$ cat config.mk
export PLATFORM = sky130hd
export DESIGN_NAME = sdma_engine
export DESIGN_NICKNAME = d
export VERILOG_FILES = /design/src/rtl/sdma_pkg.sv /design/src/rtl/sdma_desc.sv /design/src/rtl/sdma_lane.sv /design/src/rtl/sdma_fsm.sv /design/src/rtl/sdma_engine.sv
export SDC_FILE = /design/constraint.sdc
export NUM_CORES = 1
export LEC_CHECK = 0
export CAP_MARGIN = 30
export CORE_ASPECT_RATIO = 0.9
export CORE_UTILIZATION = 31
export CTS_BUF_LIST = sky130_fd_sc_hd__clkbuf_16
export DETAILED_ROUTE_END_ITERATION = 16
export PLACE_DENSITY = 0.6
export SLEW_MARGIN = 5
export SYNTH_ARGS = -nofsm -noshare
export SYNTH_HDL_FRONTEND = slang
export SYNTH_SLANG_ARGS = --single-unit
$ cat constraint.sdc
create_clock -name clk -period 4.87 [get_ports clk]
set_clock_uncertainty 0.2 [all_clocks]
set_input_delay 1.461 -clock clk [delete_from_list [all_inputs] [get_ports clk]]
set_output_delay 1.461 -clock clk [all_outputs]
set_load 0.02 [all_outputs]
$ cat src/rtl/sdma_pkg.sv
package sdma_pkg;

    localparam int ADDR_W      = 32;
    localparam int WORD_W      = 32;
    localparam int BEAT_BYTES  = 8;
    localparam int BEAT_W      = BEAT_BYTES * 8;
    localparam int BEAT_SH     = $clog2(BEAT_BYTES);
    localparam int SIZE_W      = 12;
    localparam int LEFT_W      = SIZE_W - BEAT_SH + 1;
    localparam int OWN_POS     = 31;
    localparam int EVT_W       = 16;
    localparam int EVT_TX_DONE = 6;
    localparam int EVT_RX_DONE = 7;
    localparam int EVT_NO_DESC = 8;

    localparam logic [BEAT_BYTES-1:0] BE_BEAT = '1;
    localparam logic [BEAT_BYTES-1:0] BE_WORD = BEAT_BYTES'((1 << (WORD_W / 8)) - 1);

    typedef enum logic [3:0] {
        ST_IDLE,
        ST_FETCH0,
        ST_WAIT0,
        ST_FETCH1,
        ST_WAIT1,
        ST_CHECK,
        ST_RD_REQ,
        ST_RD_WAIT,
        ST_TX_BYTES,
        ST_RX_BYTES,
        ST_WR_REQ,
        ST_WB_REQ
    } st_e;

    typedef struct packed {
        logic [WORD_W-1:0] status;
        logic [SIZE_W-1:0] size;
        logic [ADDR_W-1:0] ptr;
    } desc_t;

    // number of whole beats that cover a byte size
    function automatic logic [LEFT_W-1:0] beats_of(input logic [SIZE_W-1:0] sz);
        logic [SIZE_W:0] t;
        t = {1'b0, sz} + (SIZE_W + 1)'(BEAT_BYTES - 1);
        return t[SIZE_W:BEAT_SH];
    endfunction

    // status word handed back to software
    function automatic logic [WORD_W-1:0] release_own(input logic [WORD_W-1:0] s);
        logic [WORD_W-1:0] r;
        r = s;
        r[OWN_POS] = 1'b0;
        return r;
    endfunction

endpackage

$ cat src/rtl/sdma_desc.sv
module sdma_desc
    import sdma_pkg::*;
#(
    parameter int CFG_AW   = 12,
    parameter int BASE_OFS = 'h18
) (
    input  logic              clk,
    input  logic              rst,
    input  logic              cfg_we,
    input  logic [CFG_AW-1:0] cfg_addr,
    input  logic [WORD_W-1:0] cfg_wdata,
    input  logic              cap_lo,
    input  logic              cap_hi,
    input  logic [BEAT_W-1:0] rdata,
    output logic [ADDR_W-1:0] base_o,
    output desc_t             desc_o
);

    localparam logic [CFG_AW-1:0] BASE_SEL = CFG_AW'(BASE_OFS);

    logic [ADDR_W-1:0] base_q;
    desc_t             desc_q;
    logic              unused_bits;

    always_ff @(posedge clk) begin
        if (rst) begin
            base_q <= '0;
            desc_q <= '0;
        end else begin
            if (cfg_we && cfg_addr == BASE_SEL)
                base_q <= ADDR_W'(cfg_wdata);
            if (cap_lo) begin
                desc_q.status <= rdata[WORD_W-1:0];
                desc_q.size   <= rdata[WORD_W +: SIZE_W];
            end
            if (cap_hi)
                desc_q.ptr <= rdata[ADDR_W-1:0];
        end
    end

    assign unused_bits = ^rdata[BEAT_W-1:WORD_W+SIZE_W];
    assign base_o      = base_q;
    assign desc_o      = desc_q;

endmodule

$ cat src/rtl/sdma_lane.sv
module sdma_lane
    import sdma_pkg::*;
#(
    parameter int CNT_W = 12
) (
    input  logic              clk,
    input  logic              rst,
    input  logic              clear,
    input  logic              is_rx,
    input  logic              run,
    input  logic              load,
    input  logic [BEAT_W-1:0] load_data,
    input  logic [CNT_W-1:0]  nbytes,
    output logic              tx_valid,
    output logic [7:0]        tx_data,
    input  logic              tx_ready,
    input  logic              rx_valid,
    input  logic [7:0]        rx_data,
    output logic              rx_ready,
    output logic [BEAT_W-1:0] beat_o,
    output logic              beat_done
);

    localparam int SLOT_W = BEAT_SH;
    localparam logic [SLOT_W-1:0] SLOT_LAST = SLOT_W'(BEAT_BYTES - 1);

    logic [SLOT_W-1:0] slot_q;
    logic [CNT_W:0]    pos_q;
    logic [BEAT_W-1:0] beat_q;
    logic              active;
    logic              advance;

    // a byte position below the flash count carries real data
    assign active    = run && (pos_q < {1'b0, nbytes});
    assign tx_valid  = active && !is_rx;
    assign rx_ready  = active && is_rx;
    assign tx_data   = beat_q[{slot_q, 3'b000} +: 8];
    assign advance   = run && (!active || (is_rx ? rx_valid : tx_ready));
    assign beat_done = advance && (slot_q == SLOT_LAST);
    assign beat_o    = beat_q;

    always_ff @(posedge clk) begin
        if (rst) begin
            slot_q <= '0;
            pos_q  <= '0;
            beat_q <= '0;
        end else if (clear) begin
            slot_q <= '0;
            pos_q  <= '0;
        end else if (load) begin
            beat_q <= load_data;
        end else if (advance) begin
            slot_q <= slot_q + 1'b1;
            pos_q  <= pos_q + 1'b1;
            if (is_rx)
                beat_q[{slot_q, 3'b000} +: 8] <= active ? rx_data : 8'h00;
        end
    end

endmodule

$ cat src/rtl/sdma_fsm.sv
module sdma_fsm
    import sdma_pkg::*;
#(
    parameter int CNT_W = 12
) (
    input  logic                  clk,
    input  logic                  rst,
    input  logic                  cyc_start,
    input  logic                  cyc_rx,
    input  logic [CNT_W-1:0]      cyc_nbytes,
    input  logic [ADDR_W-1:0]     base,
    input  desc_t                 desc,
    input  logic                  mem_gnt,
    input  logic                  mem_rvalid,
    input  logic [BEAT_W-1:0]     beat_data,
    input  logic                  beat_done,
    output logic                  mem_req,
    output logic                  mem_we,
    output logic [BEAT_BYTES-1:0] mem_be,
    output logic [ADDR_W-1:0]     mem_addr,
    output logic [BEAT_W-1:0]     mem_wdata,
    output logic                  cap_lo,
    output logic                  cap_hi,
    output logic                  lane_clear,
    output logic                  lane_run,
    output logic                  lane_load,
    output logic                  is_rx,
    output logic [CNT_W-1:0]      nbytes,
    output logic [EVT_W-1:0]      evt_pulse
);

    localparam logic [ADDR_W-1:0] STEP     = ADDR_W'(BEAT_BYTES);
    localparam logic [LEFT_W-1:0] ONE_LEFT = LEFT_W'(1);

    st_e               st_q;
    logic              rx_q;
    logic [CNT_W-1:0]  nbytes_q;
    logic [ADDR_W-1:0] ptr_q;
    logic [LEFT_W-1:0] left_q;
    logic [EVT_W-1:0]  evt_q;
    logic [LEFT_W-1:0] beats;

    assign beats     = beats_of(desc.size);
    assign is_rx     = rx_q;
    assign nbytes    = nbytes_q;
    assign evt_pulse = evt_q;

    always_comb begin
        mem_req    = 1'b0;
        mem_we     = 1'b0;
        mem_be     = '0;
        mem_addr   = ptr_q;
        mem_wdata  = '0;
        cap_lo     = 1'b0;
        cap_hi     = 1'b0;
        lane_clear = 1'b0;
        lane_run   = 1'b0;
        lane_load  = 1'b0;
        case (st_q)
            ST_FETCH0: begin
                mem_req  = 1'b1;
                mem_addr = base;
            end
            ST_WAIT0:  cap_lo = mem_rvalid;
            ST_FETCH1: begin
                mem_req  = 1'b1;
                mem_addr = base + STEP;
            end
            ST_WAIT1:  cap_hi = mem_rvalid;
            ST_CHECK:  lane_clear = 1'b1;
            ST_RD_REQ: mem_req = 1'b1;
            ST_RD_WAIT: lane_load = mem_rvalid;
            ST_TX_BYTES, ST_RX_BYTES: lane_run = 1'b1;
            ST_WR_REQ: begin
                mem_req   = 1'b1;
                mem_we    = 1'b1;
                mem_be    = BE_BEAT;
                mem_wdata = beat_data;
            end
            ST_WB_REQ: begin
                mem_req   = 1'b1;
                mem_we    = 1'b1;
                mem_be    = BE_WORD;
                mem_addr  = base;
                mem_wdata = {{(BEAT_W - WORD_W){1'b0}}, release_own(desc.status)};
            end
            default: ;
        endcase
    end

    always_ff @(posedge clk) begin
        if (rst) begin
            st_q     <= ST_IDLE;
            rx_q     <= 1'b0;
            nbytes_q <= '0;
            ptr_q    <= '0;
            left_q   <= '0;
            evt_q    <= '0;
        end else begin
            evt_q <= '0;
            case (st_q)
                ST_IDLE: if (cyc_start) begin
                    rx_q     <= cyc_rx;
                    nbytes_q <= cyc_nbytes;
                    st_q     <= ST_FETCH0;
                end
                ST_FETCH0: if (mem_gnt)    st_q <= ST_WAIT0;
                ST_WAIT0:  if (mem_rvalid) st_q <= ST_FETCH1;
                ST_FETCH1: if (mem_gnt)    st_q <= ST_WAIT1;
                ST_WAIT1:  if (mem_rvalid) st_q <= ST_CHECK;
                ST_CHECK: begin
                    if (!desc.status[OWN_POS]) begin
                        evt_q[EVT_NO_DESC] <= 1'b1;
                        st_q <= ST_IDLE;
                    end else begin
                        ptr_q  <= desc.ptr;
                        left_q <= beats;
                        if (beats == '0)
                            st_q <= ST_WB_REQ;
                        else
                            st_q <= rx_q ? ST_RX_BYTES : ST_RD_REQ;
                    end
                end
                ST_RD_REQ:  if (mem_gnt)    st_q <= ST_RD_WAIT;
                ST_RD_WAIT: if (mem_rvalid) st_q <= ST_TX_BYTES;
                ST_TX_BYTES: if (beat_done) begin
                    ptr_q  <= ptr_q + STEP;
                    left_q <= left_q - 1'b1;
                    st_q   <= (left_q == ONE_LEFT) ? ST_WB_REQ : ST_RD_REQ;
                end
                ST_RX_BYTES: if (beat_done) st_q <= ST_WR_REQ;
                ST_WR_REQ: if (mem_gnt) begin
                    ptr_q  <= ptr_q + STEP;
                    left_q <= left_q - 1'b1;
                    st_q   <= (left_q == ONE_LEFT) ? ST_WB_REQ : ST_RX_BYTES;
                end
                ST_WB_REQ: if (mem_gnt) begin
                    if (rx_q) evt_q[EVT_RX_DONE] <= 1'b1;
                    else      evt_q[EVT_TX_DONE] <= 1'b1;
                    st_q <= ST_IDLE;
                end
                default: st_q <= ST_IDLE;
            endcase
        end
    end

endmodule

$ cat src/rtl/sdma_engine.sv
module sdma_engine
    import sdma_pkg::*;
#(
    parameter int CFG_AW   = 12,
    parameter int BASE_OFS = 'h18,
    parameter int CNT_W    = SIZE_W
) (
    input  logic                  clk,
    input  logic                  rst,
    input  logic                  cfg_we,
    input  logic [CFG_AW-1:0]     cfg_addr,
    input  logic [WORD_W-1:0]     cfg_wdata,
    input  logic                  cyc_start,
    input  logic                  cyc_rx,
    input  logic [CNT_W-1:0]      cyc_nbytes,
    output logic                  mem_req,
    output logic                  mem_we,
    output logic [BEAT_BYTES-1:0] mem_be,
    output logic [ADDR_W-1:0]     mem_addr,
    output logic [BEAT_W-1:0]     mem_wdata,
    input  logic                  mem_gnt,
    input  logic                  mem_rvalid,
    input  logic [BEAT_W-1:0]     mem_rdata,
    output logic                  tx_valid,
    output logic [7:0]            tx_data,
    input  logic                  tx_ready,
    input  logic                  rx_valid,
    input  logic [7:0]            rx_data,
    output logic                  rx_ready,
    output logic [EVT_W-1:0]      evt_pulse
);

    logic [ADDR_W-1:0] base;
    desc_t             desc;
    logic              cap_lo, cap_hi;
    logic              lane_clear, lane_run, lane_load, is_rx;
    logic [CNT_W-1:0]  nbytes;
    logic [BEAT_W-1:0] beat_data;
    logic              beat_done;

    sdma_desc #(.CFG_AW(CFG_AW), .BASE_OFS(BASE_OFS)) u_desc (
        .clk(clk), .rst(rst),
        .cfg_we(cfg_we), .cfg_addr(cfg_addr), .cfg_wdata(cfg_wdata),
        .cap_lo(cap_lo), .cap_hi(cap_hi), .rdata(mem_rdata),
        .base_o(base), .desc_o(desc)
    );

    sdma_fsm #(.CNT_W(CNT_W)) u_fsm (
        .clk(clk), .rst(rst),
        .cyc_start(cyc_start), .cyc_rx(cyc_rx), .cyc_nbytes(cyc_nbytes),
        .base(base), .desc(desc),
        .mem_gnt(mem_gnt), .mem_rvalid(mem_rvalid),
        .beat_data(beat_data), .beat_done(beat_done),
        .mem_req(mem_req), .mem_we(mem_we), .mem_be(mem_be),
        .mem_addr(mem_addr), .mem_wdata(mem_wdata),
        .cap_lo(cap_lo), .cap_hi(cap_hi),
        .lane_clear(lane_clear), .lane_run(lane_run), .lane_load(lane_load),
        .is_rx(is_rx), .nbytes(nbytes), .evt_pulse(evt_pulse)
    );

    sdma_lane #(.CNT_W(CNT_W)) u_lane (
        .clk(clk), .rst(rst),
        .clear(lane_clear), .is_rx(is_rx), .run(lane_run),
        .load(lane_load), .load_data(mem_rdata), .nbytes(nbytes),
        .tx_valid(tx_valid), .tx_data(tx_data), .tx_ready(tx_ready),
        .rx_valid(rx_valid), .rx_data(rx_data), .rx_ready(rx_ready),
        .beat_o(beat_data), .beat_done(beat_done)
    );

endmodule

==> results.rst <==
.. list-table::
   :header-rows: 1

   * - Metric
     - Value
   * - Leftover overflow at the end of global routing
     - 0
   * - Start point of the worst min-delay path
     - u_desc.desc_o[51]
   * - Vias in the first global route
     - roughly 13k
   * - Number of distinct library cells after synthesis
     - 87
   * - H-Tree Depth
     - 1
   * - Setup fix buffers added after clock tree synthesis
     - 0
   * - Top cell type by total area after synthesis
     - sky130_fd_sc_hd__dfxtp_1
   * - Post-cts resize count
     - 1
   * - Cell type of the slowest stage on the worst timing path
     - sky130_fd_sc_hd__clkdlybuf4s50_1
   * - Synthesized area
     - 14,050 um2
   * - Top post-synthesis cells by area
     - sky130_fd_sc_hd__dfxtp_1 (36%), sky130_fd_sc_hd__nand2_1 (8.4%), sky130_fd_sc_hd__a21oi_1 (5.6%), sky130_fd_sc_hd__mux2i_1 (3.8%), sky130_fd_sc_hd__nor2_1 (3.4%)
   * - Worst endpoint required time
     - between 3 and 4 ns
   * - CTS max path bufs
     - 3
   * - Depth of the most critical reg-to-reg path
     - 11
   * - I/O pin count
     - 269
   * - Die height
     - 204.0 um
   * - Dpl hpwl
     - 37,610 um
   * - Reg-to-Reg End
     - u_lane.beat_o[32]
   * - Post-route clock period utilization
     - a little over nine tenths
   * - Worst reg2reg startpoint
     - u_lane.slot_q[0]
   * - Wire length per cell after detailed routing
     - 20.21 um
   * - Detail-routed via count per cell
     - between 5 and 6
   * - List of cells traversed by the critical path
     - ha_1, and4_2, and4_1, nand3_1, o311ai_1, clkdlybuf4s50_1
   * - Number of max-cap violations
     - 0
   * - Total number of cells along the worst setup path
     - 6
   * - Buf+Inv Stages, Crit Path
     - 1
   * - Max Freq
     - 210.2 MHz
   * - Pin count of the biggest net entering global routing
     - between 100 and 150
   * - Number of inserted filler cells in the final layout
     - 4,506
   * - Clock root cell
     - sky130_fd_sc_hd__clkbuf_16
   * - Flip-flop cell with the highest count after synthesis
     - sky130_fd_sc_hd__dfxtp_1
   * - Count of buffers from port buffering
     - 255
   * - DRC violation total after the first TritonRoute iteration
     - 1,413
   * - Launching element type of the critical path
     - flip-flop
   * - Proportion of synthesized chip area in sequential cells
     - a little over a third
   * - Biggest cell delay along the critical path
     - 0.72 ns
   * - Run status
     - finished clean
   * - DRC Markers
     - 0
   * - Largest delay contributor family on the critical path
     - buffers and inverters
   * - Core outline area
     - 44,480 um2
   * - Effective utilization at floorplan
     - approximately a third
   * - Final setup viols
     - 0
   * - Setup slack of the worst register-to-register path
     - 1.11 ns
   * - Synth cell count leaders
     - sky130_fd_sc_hd__nand2_1 (314), sky130_fd_sc_hd__dfxtp_1 (250), sky130_fd_sc_hd__a21oi_1 (157)
   * - Post-synthesis area per instance
     - 7.873 um2
   * - Total Negative Setup Slacks
     - 0 ns
   * - Row cnt
     - 73
   * - Total number of vias
     - 14.23k
   * - Die Width
     - 226.4 um
   * - Layout-stage area growth over the synthesis result
     - 28.30%
   * - Endpoint class of the critical path
     - primary output
   * - Number of buffers inserted by hold repair at cts
     - 0
   * - Worst-case vdd ir drop
     - 254.9 uV
   * - Net total in the final layout
     - 2,116
   * - Actual transition at the worst max-transition pin
     - 0.9923 ns
   * - Leakage
     - between 0.006 and 0.007 uW
   * - Seq cells post-synth
     - 250
   * - Crit path time final
     - between 4 and 5 ns
   * - Worst hold path class
     - flip-flop to flip-flop
   * - TritonCTS clock tree
     - done
   * - Wire length after detailed routing
     - between 50,000 and 60,000 um
   * - Worst Hold Path EP
     - u_desc.desc_o[51]
   * - Worst max-slew margin expressed relative to the limit
     - 33.76%
   * - Number of max-slew violations in the final report
     - 0
   * - PwrDens
     - around 270 nW/um2
   * - Clock latency reported for the late side of the worst-skew pair
     - 0.56 ns
   * - Overall Global Routing Usage
     - 21.92%
   * - Critical setup path kind
     - flip-flop to primary output
   * - Share of flip-flops with an asynchronous set or reset
     - 0%
   * - Number of buffers created by CTS
     - 29
   * - Number of flops mapped to enable cells by yosys
     - 0
   * - Largest fanout on the critical path
     - 6
   * - Number of warnings issued by yosys
     - 0
   * - Number of sinks on the clock net
     - 250
   * - GPL Wtd Cong
     - between 0.8 and 0.9
   * - Hold Vio Cnt, Final
     - 0
   * - Worst hold path cell count
     - 2
   * - Worst-case hold slack
     - 0.2550 ns
   * - Synthesized instance count
     - 1,785
   * - Clock slew at reported path FFs
     - 0.07 ns
   * - Length of the first detailed-routing pass in iterations
     - 5
   * - Endpoint arrival time on the critical path
     - about 3.1 ns
   * - Die area
     - 46,190 um2
   * - Layout cells sized above 1
     - under 10%
   * - First-pass GRT wire length
     - 79,520 um
   * - Most instantiated library cell after synthesis
     - sky130_fd_sc_hd__nand2_1
   * - Antenna violations before repair
     - 4
   * - Yosys top cell area share
     - 35.61%
   * - Antenna Violating Nets Remaining
     - 0
-- worst register-to-register path: cells and delay by family, from the launching register on --
kind	cells	cell delay, ns
buffers and inverters	4	0.76
AO/OA/AOI/OAI	3	0.70
adder cells (fa/ha/maj)	2	0.51
flip-flops	1	0.71
AND/OR/NAND/NOR	2	0.76
-- power by group --
group	internal (uW)	switching [uW]	total, uW
Sequential	2080	30.7	2110
Clock	1300	925	2220
Combinational	202	311	513
Total	3580	1270	4850
-- per-layer routing --
layer / wire [um] / track usage, % / vias up
li1: - / - / 6724
met1: 23560 / 30.73 / 6871
met2: 23740 / 34.61 / 537
met3: 3464 / 3.522 / 89
met4: 1351 / 5.888 / 6
met5: 35 / 0 / -
-- metrics by stage --
step | area, um2 | total power [uW] | worst slack (ns) | instances | utilization (%)
2_1_floorplan | 14100 | 2415 | 1.026 | 1797 | -
3_3_place_gp | 16990 | 2656 | 0.5400 | 2523 | 38.18
3_5_place_dp | 17000 | 2660 | 0.5261 | 2524 | 38.22
4_1_cts | 17960 | 4874 | -0.08569 | 2578 | 40.37
5_1_grt | 18030 | 5015 | -0.02773 | 2580 | 40.54
6_report | 18030 | 4846 | 0.1118 | 2580 | 40.54
-- flip-flops by register name, indices dropped and copies added (netlist names) --
register and count:
u_desc.base_o 32, u_desc.desc_o 76, u_fsm.evt_pulse 3, u_fsm.is_rx 1, u_fsm.left_q 10, u_fsm.nbytes 12
u_fsm.ptr_q 32, u_fsm.st_q 4, u_lane.beat_o 64, u_lane.pos_q 13, u_lane.slot_q 3
-- layout by cell type, fill, tap and decap left out, types with 41 or more instances in the layout --
cell type and instances:
sky130_fd_sc_hd__o21ai_0 82, sky130_fd_sc_hd__inv_1 65, sky130_fd_sc_hd__nand3_1 53, sky130_fd_sc_hd__nor2_1 126, sky130_fd_sc_hd__nand2_1 314, sky130_fd_sc_hd__mux2i_1 53
sky130_fd_sc_hd__clkdlybuf4s50_1 249, sky130_fd_sc_hd__a221oi_1 41, sky130_fd_sc_hd__a21oi_1 157, sky130_fd_sc_hd__o21ai_1 42, sky130_fd_sc_hd__and2_1 45, sky130_fd_sc_hd__dfxtp_1 249
-- how the worst max path moves through the flow --
stage                                  from      endpoint  slack, ns
after CTS                 u_desc.base_o[14]  mem_addr[30]      -0.09
after global routing       u_desc.base_o[3]  mem_addr[29]      -0.03
after floorplan               u_fsm.st_q[1]  mem_addr[13]       1.03
after global placement    u_desc.base_o[14]  mem_addr[31]       0.54
after detailed placement  u_desc.base_o[14]  mem_addr[30]       0.53
final                      u_desc.base_o[3]  mem_addr[13]       0.11
-- final cells by class --
cell class / instances / area, um2 / area share [%]
Multi-Input combinational cell: 1319 / 8183 / 45.38
Sequential cell: 250 / 5006 / 27.76
Timing Repair Buffer: 291 / 2889 / 16.02
Tap cell: 600 / 750.7 / 4.163
Clock buffer: 29 / 725.7 / 4.025
Inverter: 65 / 244.0 / 1.353
Clock inverter: 25 / 230.2 / 1.277
Antenna cell: 1 / 2.502 / 0.01388
-- cells by family after synthesis --
group | Yosys count | synth area share, %
adder cells (fa/ha/maj) | 23 | 2.048
AO/OA/AOI/OAI | 504 | 24.62
other | 1 | 0.02668
flip-flops | 250 | 35.61
buffers and inverters | 228 | 6.936
XOR/XNOR | 24 | 1.496
multiplexers | 72 | 6.579
AND/OR/NAND/NOR | 683 | 22.69
No activity file was read; power rests on OpenSTA's default activity.
